==> src/rtl/issue_slotter.sv <==
module issue_slotter #(
  parameter int RW = 5
) (
  input  logic              clk,
  input  logic              rst_n,
  input  logic              flush,
  input  logic              grp_valid,
  output logic              grp_ready,
  input  logic [2:0]        grp_len,
  input  logic [11:0]       grp_cls,
  input  logic [4*RW-1:0]   grp_dst,
  input  logic [4*RW-1:0]   grp_src1,
  input  logic [4*RW-1:0]   grp_src2,
  output logic [3:0]        iss_vld,
  output logic [7:0]        iss_fu,
  output logic [2:0]        iss_cnt,
  output logic              stall
);
  localparam int NP = 4;
  localparam logic [2:0] C_NOP = 3'd0, C_ALU = 3'd1, C_SHM = 3'd2, C_BR = 3'd3,
                         C_LD = 3'd4, C_ST = 3'd5, C_FP = 3'd6;
  localparam logic [1:0] U_A = 2'd0, U_B = 2'd1, U_M = 2'd2, U_F = 2'd3;

  logic [NP-1:0] ent_vld;
  logic [2:0]    ent_cls [NP];
  logic [RW-1:0] ent_d   [NP];
  logic [RW-1:0] ent_s1  [NP];
  logic [RW-1:0] ent_s2  [NP];
  logic          ld_v;
  logic [RW-1:0] ld_d;

  logic [NP-1:0] iss;
  logic [1:0]    fu [NP];
  logic [2:0]    cnt;

  always_comb begin
    logic ua, ub, um, uf, blk, dep, ok;
    logic [1:0] u;
    ua = 1'b0; ub = 1'b0; um = 1'b0; uf = 1'b0; blk = 1'b0;
    iss = '0; cnt = '0;
    for (int i = 0; i < NP; i++) fu[i] = U_A;
    for (int i = 0; i < NP; i++) begin
      if (ent_vld[i] && !blk && !flush) begin
        dep = 1'b0;
        ok  = 1'b0;
        u   = U_A;
        if (ent_cls[i] != C_NOP && ent_cls[i] != 3'd7) begin
          for (int j = 0; j < NP; j++)
            if (j < i && ent_vld[j] && ent_d[j] != '0 &&
                (ent_s1[i] == ent_d[j] || ent_s2[i] == ent_d[j]))
              dep = 1'b1;
          if (ld_v && (ent_s1[i] == ld_d || ent_s2[i] == ld_d))
            dep = 1'b1;
        end
        case (ent_cls[i])
          C_ALU: if (!ua) begin ok = 1'b1; u = U_A; end
                 else if (!ub) begin ok = 1'b1; u = U_B; end
          C_SHM: if (!ua) begin ok = 1'b1; u = U_A; end
          C_BR:  if (!ub) begin ok = 1'b1; u = U_B; end
          C_LD, C_ST: if (!um) begin ok = 1'b1; u = U_M; end
          C_FP:  if (!uf) begin ok = 1'b1; u = U_F; end
          default: ok = 1'b1;
        endcase
        if (ok && !dep) begin
          iss[i] = 1'b1;
          cnt    = cnt + 3'd1;
          if (ent_cls[i] != C_NOP && ent_cls[i] != 3'd7) begin
            fu[i] = u;
            case (u)
              U_A: ua = 1'b1;
              U_B: ub = 1'b1;
              U_M: um = 1'b1;
              default: uf = 1'b1;
            endcase
          end
        end else begin
          blk = 1'b1;
        end
      end
    end
  end

  assign iss_vld   = iss;
  assign iss_cnt   = cnt;
  assign iss_fu    = {fu[3], fu[2], fu[1], fu[0]};
  assign grp_ready = !flush && ((ent_vld & ~iss) == '0);
  assign stall     = !flush && (ent_vld != '0) && (iss == '0);

  always_ff @(posedge clk) begin
    if (!rst_n) begin
      ent_vld <= '0;
      ld_v    <= 1'b0;
      ld_d    <= '0;
      for (int i = 0; i < NP; i++) begin
        ent_cls[i] <= C_NOP;
        ent_d[i]   <= '0;
        ent_s1[i]  <= '0;
        ent_s2[i]  <= '0;
      end
    end else begin
      ld_v <= 1'b0;
      for (int i = 0; i < NP; i++)
        if (iss[i] && ent_cls[i] == C_LD && ent_d[i] != '0) begin
          ld_v <= 1'b1;
          ld_d <= ent_d[i];
        end
      if (flush) begin
        ent_vld <= '0;
      end else if (grp_valid && grp_ready) begin
        for (int i = 0; i < NP; i++) begin
          ent_vld[i] <= (3'(i) < grp_len);
          ent_cls[i] <= grp_cls[3*i +: 3];
          ent_d[i]   <= grp_dst[RW*i +: RW];
          ent_s1[i]  <= grp_src1[RW*i +: RW];
          ent_s2[i]  <= grp_src2[RW*i +: RW];
        end
      end else begin
        ent_vld <= ent_vld & ~iss;
      end
    end
  end

  logic [NP-1:0] on_a, on_b, on_m, on_f, rd_hit;
  logic          chk_v;
  logic [RW-1:0] chk_d;
  always_comb begin
    for (int i = 0; i < NP; i++) begin
      logic real_op;
      real_op   = iss_vld[i] && ent_cls[i] != C_NOP && ent_cls[i] != 3'd7;
      on_a[i]   = real_op && iss_fu[2*i +: 2] == U_A;
      on_b[i]   = real_op && iss_fu[2*i +: 2] == U_B;
      on_m[i]   = real_op && iss_fu[2*i +: 2] == U_M;
      on_f[i]   = real_op && iss_fu[2*i +: 2] == U_F;
      rd_hit[i] = real_op && (ent_s1[i] == chk_d || ent_s2[i] == chk_d);
    end
  end
  always_ff @(posedge clk) begin
    if (!rst_n) begin
      chk_v <= 1'b0;
      chk_d <= '0;
    end else begin
      chk_v <= 1'b0;
      for (int i = 0; i < NP; i++)
        if (iss_vld[i] && ent_cls[i] == C_LD && ent_d[i] != '0) begin
          chk_v <= 1'b1;
          chk_d <= ent_d[i];
        end
    end
  end

  AST_ALU_A_ONCE: assert property (@(posedge clk) disable iff (!rst_n) $onehot0(on_a));
  AST_ALU_B_ONCE: assert property (@(posedge clk) disable iff (!rst_n) $onehot0(on_b));
  AST_MEM_ONCE: assert property (@(posedge clk) disable iff (!rst_n) $onehot0(on_m));
  AST_FP_ONCE: assert property (@(posedge clk) disable iff (!rst_n) $onehot0(on_f));
  AST_ISSUE_HELD: assert property (@(posedge clk) disable iff (!rst_n) (iss_vld & ~ent_vld) == '0);
  AST_CNT_BITS: assert property (@(posedge clk) disable iff (!rst_n) iss_cnt == 3'($countones(iss_vld)));
  AST_NO_PARTIAL_FILL: assert property (@(posedge clk) disable iff (!rst_n)
    !grp_ready |=> (ent_vld & ~$past(ent_vld)) == '0);
  AST_FLUSH_EMPTY: assert property (@(posedge clk) disable iff (!rst_n) flush |=> ent_vld == '0);
  AST_LOAD_USE: assert property (@(posedge clk) disable iff (!rst_n) chk_v |-> rd_hit == '0);
  AST_STALL_QUIET: assert property (@(posedge clk) disable iff (!rst_n)
    stall |-> (iss_vld == '0 && ent_vld != '0));
endmodule

==> config.mk <==
export PLATFORM = sky130hd
export DESIGN_NAME = issue_slotter
export DESIGN_NICKNAME = d
export VERILOG_FILES = /design/src/rtl/issue_slotter.sv
export SDC_FILE = /design/constraint.sdc
export NUM_CORES = 1
export LEC_CHECK = 0
export ABC_AREA = 1
export BUFFER_PORTS_ARGS = -buffer_cell sky130_fd_sc_hd__buf_2
export CORE_AREA = 2 2 122 100
export DETAILED_ROUTE_END_ITERATION = 6
export DIE_AREA = 0 0 124 102
export PLACE_DENSITY_LB_ADDON = 0.05
export REMOVE_ABC_BUFFERS = 1
export SLEW_MARGIN = 30
export SYNTH_ARGS = -nofsm -noshare
export SYNTH_HDL_FRONTEND = slang
export SYNTH_SLANG_ARGS = --single-unit
export TNS_END_PERCENT = 50
==> constraint.sdc <==
create_clock -name clk -period 5.1 [get_ports clk]
set_clock_uncertainty 0.1 [all_clocks]
set_input_delay 0.255 -clock clk [delete_from_list [all_inputs] [get_ports clk]]
set_output_delay 0.255 -clock clk [all_outputs]
set_load 0.02 [all_outputs]
==> flow_summary.json, run 1 <==
{
  "switching_share_pct": 27.9,
  "netlist_area_sq_um": 5810,
  "synthSimpleGateAreaFrac_pct": 28.7,
  "synth_top_area_cell": "edfxtp_1",
  "hold_class": "input port to register",
  "cp-start-kind": "register",
  "r2r_setup_slack_ps": 510,
  "relSlewSlack_pct": 55.0,
  "setup-tns-final_ps": 0,
  "cts_setup_buffers": 0,
  "drive_above_1_share_pct": 22.3,
  "insertion_delay_ps": 340,
  "vias": 5274,
  "cp_common_cell": "nand2_1",
  "cts_resized": 0,
  "grt_pass1_wl_microns": 26000,
  "yosysWarnings": 0,
  "p_comb_share_pct": 14.8,
  "synthXorXnorAreaFrac_pct": 7.09,
  "synthMuxAreaShare_pct": 0,
  "hold-worst-slack_ps": 106,
  "synth.most_common_cell": "inv_1",
  "io_pins": 96,
  "rsz0062_at_grt": "no",
  "power.total_mw": 1.92,
  "grt_max_degree": 62,
  "synthTopCellsByArea": "edfxtp_1 37%, inv_1 10%, nand2_1 8.7%, nor2_2 5.9%, nor2_1 5.4%",
  "synth_compound_gate_area_share_pct": 9.54,
  "n_fill_cell": 1075,
  "seqPwrFrac_pct": 44.4,
  "antenna_cells": 0,
  "dp_slack_ps": 569,
  "first_pass_iters": 5,
  "yosysTopAreaCellShare_pct": 37.2,
  "async_reset_ff_share_pct": 0,
  "slowest_stage": "dfxtp_1",
  "netlist-cell-type-count": 46,
  "required_ps": 4740,
  "startpoint": "ld_d[1]",
  "synth_ff_type": "edfxtp_1",
  "tightest_slew_ps": 667,
  "maxSlewViolCount": 0,
  "dp_hpwl_microns": 12300,
  "cts_tree": "built",
  "synth_top_family_by_area": "simple AND/OR/NAND/NOR gates",
  "cts_made_buffers": 9,
  "fmax_mhz": 217,
  "routedWlPerCell_microns": 16.2,
  "p_leak_nw": 3.32,
  "drc": 0,
  "die_h_microns": 102,
  "std_cell_rows": 35,
  "gr-usage-all-layers_pct": 27.0,
  "core-area_sq_um": 11400,
  "post-route-period-util_pct": 90.3,
  "worst_slack_ps": 495,
  "postCtsHoldBufs": 0,
  "antenna_found_initial": 0,
  "die-area_sq_um": 12600,
  "final_nets": 923,
  "area_growth_pct": 15.3,
  "wl_microns": 16100,
  "p_sw_uw": 534,
  "start_util_pct": 51.0,
  "crit_fanout": 9,
  "synth_edf_count": 72,
  "vias_per_cell": 5.31,
  "outcome": "finished, final reports clean",
  "path_class": "register to output pin",
  "die_w_microns": 124,
  "arrival_ps": 4250,
  "syn_area_per_cell_sq_um": 7.69,
  "grt_pass1_vias": 5076,
  "ys_seq_area_share_pct": 40.7,
  "clkPwrFrac_pct": 40.8,
  "clock_sinks": 82,
  "netlist_instances": 755,
  "power_density_nw_per_um2": 286,
  "antenna_left": 0,
  "min_period_ps": 4600,
  "htree_levels": 3,
  "hp-start": "grp_src2[19]",
  "globalRouteOverflowTotal": 0,
  "endpoint_kind": "output pin",
  "drt_iter0_markers": 446,
  "maxCapViolations": 0,
  "r2r-start": "ld_d[1]",
  "synthAdderAreaFrac_pct": 0.646,
  "cts-root-to-sink-buffers": 2,
  "gp_congestion": 1.01,
  "cpPeakStageDelay_ps": 660,
  "p_int_mw": 1.38,
  "hold_viol": 0,
  "peakVddDrop_uv": 156,
  "setup_violations": 0,
  "clkTransAtPathRegs_ps": 70,
  "root_buffer": "clkbuf_16",
  "synth-seq-cells": 82,
  "synth_commonest_cells": "156 x inv_1, 135 x nand2_1, 83 x nor2_1",
  "port_buffers": 95
}
path summary, 6_finish.rpt:
path | to | cells past startpoint
min reg2reg | ld_d[2] | 2
max reg2reg | ent_s2[0][1] | 31
min | ent_s2[3][4] | 3
max | iss_cnt[1] | 29
through the flow:
| stage | instances | cell area (sq um) | utilization [%] |
|---|---|---|---|
| after detailed placement | 978 | 6340 | 55.7 |
| after floorplan | 732 | 5640 | - |
| after global routing | 994 | 6700 | 58.8 |
| after CTS | 994 | 6700 | 58.8 |
| after global placement | 978 | 6340 | 55.7 |
| final | 994 | 6700 | 58.8 |
layout make-up:
type / count / area [sq um] / share of cell area (%)
multi-input combinational: 488 / 2670 / 39.9
sequential: 82 / 2360 / 35.3
inverter: 162 / 613 / 9.16
timing repair buffer: 98 / 510 / 7.62
clock buffer: 9 / 225 / 3.36
tap: 148 / 185 / 2.77
clock inverter: 7 / 130 / 1.94
cell families after synthesis:
family                     count (synthesis)
AOI/OAI and AO/OA                         82
xor gates and xnor gates                  47
adders and majority gates                  3
buffers and inverters                    185
DFF                                       82
and+or+nand+nor                          356
state kept, by name, indices dropped and copies added, names as in the netlist:
signal   count
ent_d       20
ent_s1      20
ent_s2      20
ent_cls     12
ld_d         5
ent_vld      4
ld_v         1
worst max-delay path: cells and delay by family, from the launching register on:
family,cells,cell delay [ps]
AOI/OAI and AO/OA,1,140
DFF,1,660
adders and majority gates,1,270
and+or+nand+nor,23,2280
buffers and inverters,4,580
metal layers:
metal | GRT usage, % | share of wire (%)
met4 | 9.51 | 2.1
met5 | 0 | 0
met1 | 39.4 | 48
met3 | 7.37 | 9.7
met2 | 38.5 | 40
power groups by stage:
stage | Clock (mW) | Combinational (mW) | Sequential (mW)
after global routing | 0.815 | 0.320 | 0.857
after floorplan | 0 | 0.196 | 0.835
final | 0.781 | 0.284 | 0.851
after CTS | 0.792 | 0.281 | 0.848
after global placement | 0 | 0.278 | 0.864
after detailed placement | 0 | 0.280 | 0.862
cells in the final DEF, fill, tap and decap left out, drive strengths merged:
cell type  count
a32o           1
buf           98
nand2        140
a21oi         19
nand3         34
dfxtp         10
a22o           2
a221oi         2
xnor2         24
bufinv         3
xor2          23
o22ai         15
nor3          22
clkbuf         9
nor4           2
a211oi         2
nor2         138
nand4         17
o211a          1
o2111ai        7
o221ai         1
ha             3
edfxtp        72
o32ai          1
or2            3
a31oi          1
o21ai         16
o211ai         4
clkinv         1
a221o          2
a2111oi        2
o41ai          5
o31ai          1
inv          165
No activity file was read; power rests on OpenSTA's default activity.
==> inputs of run 2 (changes only) <==
ABC_AREA = default   (was 1)
CORE_AREA = 2 2 120 98   (was 2 2 122 100)
DIE_AREA = 0 0 122 100   (was 0 0 124 102)
MAX_ROUTING_LAYER = met4   (was default)
SKIP_CTS_REPAIR_TIMING = 1   (was default)
==> run 2 against run 1 <==
- largest power group unchanged
- non-clock buffer count rose by 5
- critical path type unchanged
- total power fell by 4.9%
- sequential power is 1% lower
- die area down 3.5%
- combinational power down 9.9%
- fmax fell by 5.4%
- final area decreased by 3.0%
- first-iteration DRC count decreased by 18%
- sequential cell count unchanged
- via count is 15% lower
==> flow_summary.json, run 2 <==
{
  "outcome": "finished, final reports clean",
  "cpPeakStageDelay_ps": 550,
  "hold_viol": 0,
  "netlist-cell-type-count": 72,
  "synth-seq-cells": 82,
  "tightest_slew_ps": 689,
  "reg2reg_depth": 13,
  "start_util_pct": 50.3,
  "finish.utilization_pct": 58.2,
  "hp-start": "grp_src1[2]",
  "globalRouteOverflowTotal": 0,
  "endpoint_kind": "output pin",
  "first_pass_iters": 7,
  "design_area_sq_um": 6500,
  "insertion_delay_ps": 340,
  "maxCapViolations": 0,
  "synthTopCellsByArea": "edfxtp_1 38%, and2_1 8.7%, xnor2_1 8.6%, xor2_1 8.1%, dfxtp_1 3.6%",
  "required_ps": 4740,
  "r2r-start": "ld_d[2]",
  "wl_microns": 14100,
  "drive_above_1_share_pct": 22.0,
  "power_density_nw_per_um2": 280,
  "cp-start-kind": "register",
  "vias": 4457,
  "dp_hpwl_microns": 10600,
  "relSlewSlack_pct": 53.7,
  "rsz0062_at_grt": "no",
  "yosysTopAreaCellShare_pct": 38.5,
  "maxSlewViolCount": 0,
  "r2r_setup_slack_ps": 610,
  "std_cell_rows": 35,
  "final_cells": 792,
  "antenna_found_initial": 0,
  "n_fill_cell": 1022,
  "grt_max_degree": 73,
  "die-area_sq_um": 12200,
  "die_h_microns": 100,
  "final_nets": 721,
  "syn_area_per_cell_sq_um": 10.0,
  "fmax_mhz": 206,
  "synth_commonest_cells": "78 x and2_1, 72 x edfxtp_1, 55 x xnor2_1",
  "area_growth_pct": 15.7,
  "min_period_ps": 4870,
  "largest_registers": "ent_d (20), ent_s1 (20), ent_s2 (20)",
  "setup-tns-final_ps": 0,
  "final_common_cell": "buf_2",
  "netlist_instances": 559,
  "async_reset_ff_share_pct": 0,
  "core-area_sq_um": 11200,
  "holdPathEnd": "ent_s1[0][2]",
  "io_pins": 96,
  "die_w_microns": 122,
  "clkTransAtPathRegs_ps": 70,
  "slowest_stage": "dfxtp_2",
  "synth_top_area_cell": "edfxtp_1",
  "crit_fanout": 10,
  "grt_pass1_vias": 4368,
  "hold_class": "input port to register",
  "synth_ff_type": "edfxtp_1",
  "hold_depth": 2,
  "vias_per_cell": 5.63,
  "antenna_cells": 0,
  "gp_congestion": 0.979,
  "drc": 0,
  "htree_levels": 3,
  "netlist_area_sq_um": 5620,
  "grt_pass1_wl_microns": 22600,
  "ys_seq_area_share_pct": 42.0,
  "setup_violations": 0,
  "cts_made_buffers": 9,
  "path_class": "register to output pin",
  "cts-root-to-sink-buffers": 2,
  "hold-worst-slack_ps": 83.5,
  "arrival_ps": 4510,
  "clock_sinks": 82,
  "routedWlPerCell_microns": 17.8,
  "r2r_end": "ent_cls[0][1]",
  "antenna_left": 0,
  "synth.most_common_cell": "and2_1",
  "gr-usage-all-layers_pct": 24.7,
  "dp.cells": 774,
  "port_buffers": 95,
  "final_cell_mix": "95 x buf_2, 78 x and2_1, 72 x edfxtp_1",
  "cts_tree": "built",
  "peakVddDrop_uv": 227,
  "synth_edf_count": 72,
  "p_leak_nw": 2.73,
  "drt_iter0_markers": 366,
  "post-route-period-util_pct": 95.4,
  "root_buffer": "clkbuf_16",
  "place_area_sq_um": 6140,
  "crit_chain": "xnor2_1 > nand2_1 > o32a_1 > o21ai_2 > inv_2 > a311oi_1 > and3_1 > a211oi_1 > a21o_1 > a21oi_2 > xor2_1 > ha_1 > inv_1 > a211oi_1 > xnor2_1 > buf_2",
  "yosysWarnings": 0
}
==> run 2: changes by cell type in the layout (fill, tap and decap cells not counted), sizes merged, moves of 12 or more <==
| cell | change |
|---|---|
| nor2 | -111 |
| o22ai | -12 |
| xor2 | +29 |
| and2 | +78 |
| inv | -146 |
| nand4 | -14 |
| nand2 | -121 |
| xnor2 | +31 |
| nand3 | -12 |
==> run 2: cells by family after synthesis <==
| logic type | synth area share (%) |
|---|---|
| adders and majority gates | 0.668 |
| DFF | 42.0 |
| muxes | 0.958 |
| buffers and inverters | 4.48 |
| xor gates and xnor gates | 16.7 |
| and+or+nand+nor | 21.5 |
| AOI/OAI and AO/OA | 13.7 |
==> run 2: worst max-delay path by stage <==
stage / startpoint / endpoint / slack (ps) / depth (start not counted)
after global placement: ld_d[4] / iss_cnt[1] / 430 / 14
after CTS: ld_d[4] / iss_cnt[2] / -30 / 16
after global routing: ld_d[4] / iss_cnt[2] / 40 / 16
final: ld_d[2] / iss_cnt[2] / 230 / 16
after floorplan: ent_cls[0][2] / ent_cls[0][0] / -150 / 11
after detailed placement: ld_d[4] / iss_cnt[2] / 340 / 16
==> run 2: critical path, delay by kind of cell, from the launching register on <==
kind                     cells  cell delay (ps)
AO/OA/AOI/OAI                7             2000
XOR/XNOR                     3              680
flip-flops                   1              550
buffers and inverters        3              390
AND/OR/NAND/NOR              2              340
adder cells (fa/ha/maj)      1              200
==> run 2: power breakdown <==
group          switching [mW]  internal, mW  total (mW)  leakage, nW
Combinational           0.131         0.125       0.256         1.71
Clock                   0.288         0.439       0.726        0.164
Sequential             0.0642         0.775       0.840        0.853
Total                   0.483          1.34        1.82         2.73
==> run 2: layer usage <==
metal	wire length [microns]	vias to the layer above	global-route usage, %
met5	0	-	-
met4	310	0	8.05
met3	999	36	5.63
met2	6080	192	35.4
met1	6670	2066	34.6
li1	-	2163	-
==> run 2: layout make-up <==
class	count	area, sq um	area share, %
clock buffers	9	225	3.47
clock inverters	7	105	1.62
inverters	15	56.3	0.866
multi-input cells	428	3010	46.3
flip-flops and latches	82	2370	36.4
well taps	148	185	2.85
repair buffers	103	548	8.43
==> run 2: stage by stage <==
stage                     total power, mW  setup WS [ps]
after floorplan                      1.01           -150
after global placement               1.10            431
after detailed placement             1.10            343
after CTS                            1.83          -28.2
after global routing                 1.89           44.6
final                                1.82            234
==> inputs of run 3 (changes only) <==
RECOVER_POWER = 50   (was default)
==> run 3 against run 2 <==
- via count grew 0.72%
- global-route usage is the same
- sequential cell count is the same
- clock-buffer cell count is the same
- final cell count is the same
- utilization shrank 0.24 points
- fmax grew 0.22%
- sequential share of layout area grew 0.15 points
- wire length grew 0.22%
- non-clock buffer count is the same
- register-to-register slack lost 320 ps
- critical path type unchanged
==> flow_summary.json, run 3 (synthesis results as in run 2) <==
{
  "cts_tree": "built",
  "gr-usage-all-layers_pct": 24.7,
  "std_cell_rows": 35,
  "insertion_delay_ps": 340,
  "io_pins": 96,
  "drive_above_1_share_pct": 21.3,
  "arrival_ps": 4500,
  "setup_violations": 0,
  "htree_levels": 3,
  "post-route-period-util_pct": 95.2,
  "clkPwrFrac_pct": 40.0,
  "port_buffers": 95,
  "grt_pass1_wl_microns": 22600,
  "final_common_cell": "buf_2",
  "use_met1_pct": 34.6,
  "globalRouteOverflowTotal": 0,
  "area_growth_pct": 15.2,
  "grt_use_met2_pct": 35.4,
  "clock_sinks": 82,
  "min_period_ps": 4860,
  "maxCapViolations": 0,
  "vias_per_cell": 5.67,
  "grt_max_degree": 73,
  "n_fill_cell": 1030,
  "antenna_found_initial": 0,
  "die-area_sq_um": 12200,
  "wl_microns": 14100,
  "peakVddDrop_uv": 227,
  "design_area_sq_um": 6470,
  "power_density_nw_per_um2": 281,
  "final_cell_mix": "90 x buf_2, 72 x edfxtp_1, 66 x and2_1",
  "p_sw_uw": 485,
  "start_util_pct": 50.3,
  "hold_class": "input port to register",
  "cts_made_buffers": 9,
  "required_ps": 4740,
  "cpPeakStageDelay_ps": 540,
  "clkTransAtPathRegs_ps": 70,
  "switching_share_pct": 26.6,
  "final_nets": 721,
  "fmax_mhz": 206,
  "routedWlPerCell_microns": 17.8,
  "cts-root-to-sink-buffers": 2,
  "relSlewSlack_pct": 38.3,
  "busiest_layer": "met2",
  "cp_num_buf_inv": 3,
  "tightest_slew_ps": 924,
  "rsz0062_at_grt": "no",
  "antenna_left": 0,
  "hold_viol": 0,
  "endpoint_kind": "output pin",
  "cp-start-kind": "register",
  "outcome": "finished, final reports clean",
  "dp.cells": 774,
  "grt_use_met3_pct": 5.63,
  "crit_fanout": 10,
  "largest_registers": "ent_d (20), ent_s1 (20), ent_s2 (20)",
  "root_buffer": "clkbuf_16",
  "first_pass_iters": 5,
  "path_class": "register to output pin",
  "slowest_stage": "dfxtp_2",
  "final_cells": 792,
  "p_int_mw": 1.34,
  "seqPwrFrac_pct": 46.1,
  "gp_congestion": 0.979,
  "dp_hpwl_microns": 10600,
  "drc": 0,
  "vias": 4489,
  "p_comb_share_pct": 13.9,
  "crit_chain": "xnor2_1 > nand2_1 > o32a_1 > o21ai_2 > inv_2 > a311oi_1 > and3_1 > a211oi_1 > a21o_1 > a21oi_2 > xor2_1 > ha_1 > inv_1 > a211oi_1 > xnor2_1 > buf_2",
  "maxSlewViolCount": 0,
  "p_leak_nw": 2.69,
  "place_area_sq_um": 6140,
  "grt_pass1_vias": 4368,
  "drt_iter0_markers": 352,
  "die_h_microns": 100,
  "core-area_sq_um": 11200,
  "cp_top_family": "compound AO/OA/AOI/OAI gates",
  "antenna_cells": 0,
  "setup-tns-final_ps": 0,
  "die_w_microns": 122
}
==> run 3: cell count changes in the layout (fill, tap and decap cells not counted), sizes merged <==
cell and change:
buf -5, clkbuf +5
==> run 3: final timing paths <==
kind                            slack [ps]         from             to  cells after the start
worst max-delay path                   240      ld_d[4]     iss_cnt[2]                     16
worst min-delay path                    80  grp_src1[2]   ent_s1[0][2]                      2
worst max register to register         290      ld_d[4]  ent_cls[0][1]                     13
worst min register to register         470   ent_vld[2]     ent_vld[2]                      2
==> run 3: stage by stage <==
stage          total power, mW  setup slack [ps]  hold slack [ps]  utilization (%)
2_1_floorplan             1.01              -150              272                -
3_3_place_gp              1.10               431              430             55.0
3_5_place_dp              1.10               343              433             55.0
4_1_cts                   1.83             -28.2             80.7             58.0
5_1_grt                   1.89              44.6             76.2             58.0
6_report                  1.82               245             83.2             58.0
==> run 3: layout make-up <==
class	count	area (sq um)	share of cell area, %
clock inverters	7	105	1.62
inverters	15	56.3	0.870
repair buffers	103	529	8.18
multi-input cells	428	3000	46.4
clock buffers	9	225	3.48
well taps	148	185	2.86
flip-flops and latches	82	2370	36.6
==> run 3: metal layers <==
metal	part of all wire, %	wire length [microns]	vias up
met2	42	5960	193
met5	0	0	-
met3	6.6	930	41
met1	48	6810	2085
met4	2.8	393	0
li1	-	-	2170
==> run 3: power groups by stage <==
stage                     Combinational (mW)  Sequential, mW  Clock [mW]
after floorplan                        0.175           0.835           0
after global placement                 0.246           0.854           0
after detailed placement               0.250           0.854           0
after CTS                              0.252           0.840       0.736
after global routing                   0.281           0.846       0.763
final                                  0.253           0.840       0.729
==> run 3: worst reg2reg max path, cell delays in order, from the launching register on <==
cell	delay, ps
dfxtp_2	540
xnor2_1	190
nand2_1	100
o32a_1	400
o21ai_2	290
inv_2	160
a311oi_1	480
and3_1	230
a211oi_1	90
a21oi_1	410
nand2_1	190
a21oi_1	320
nand2b_2	180
buf_4	690
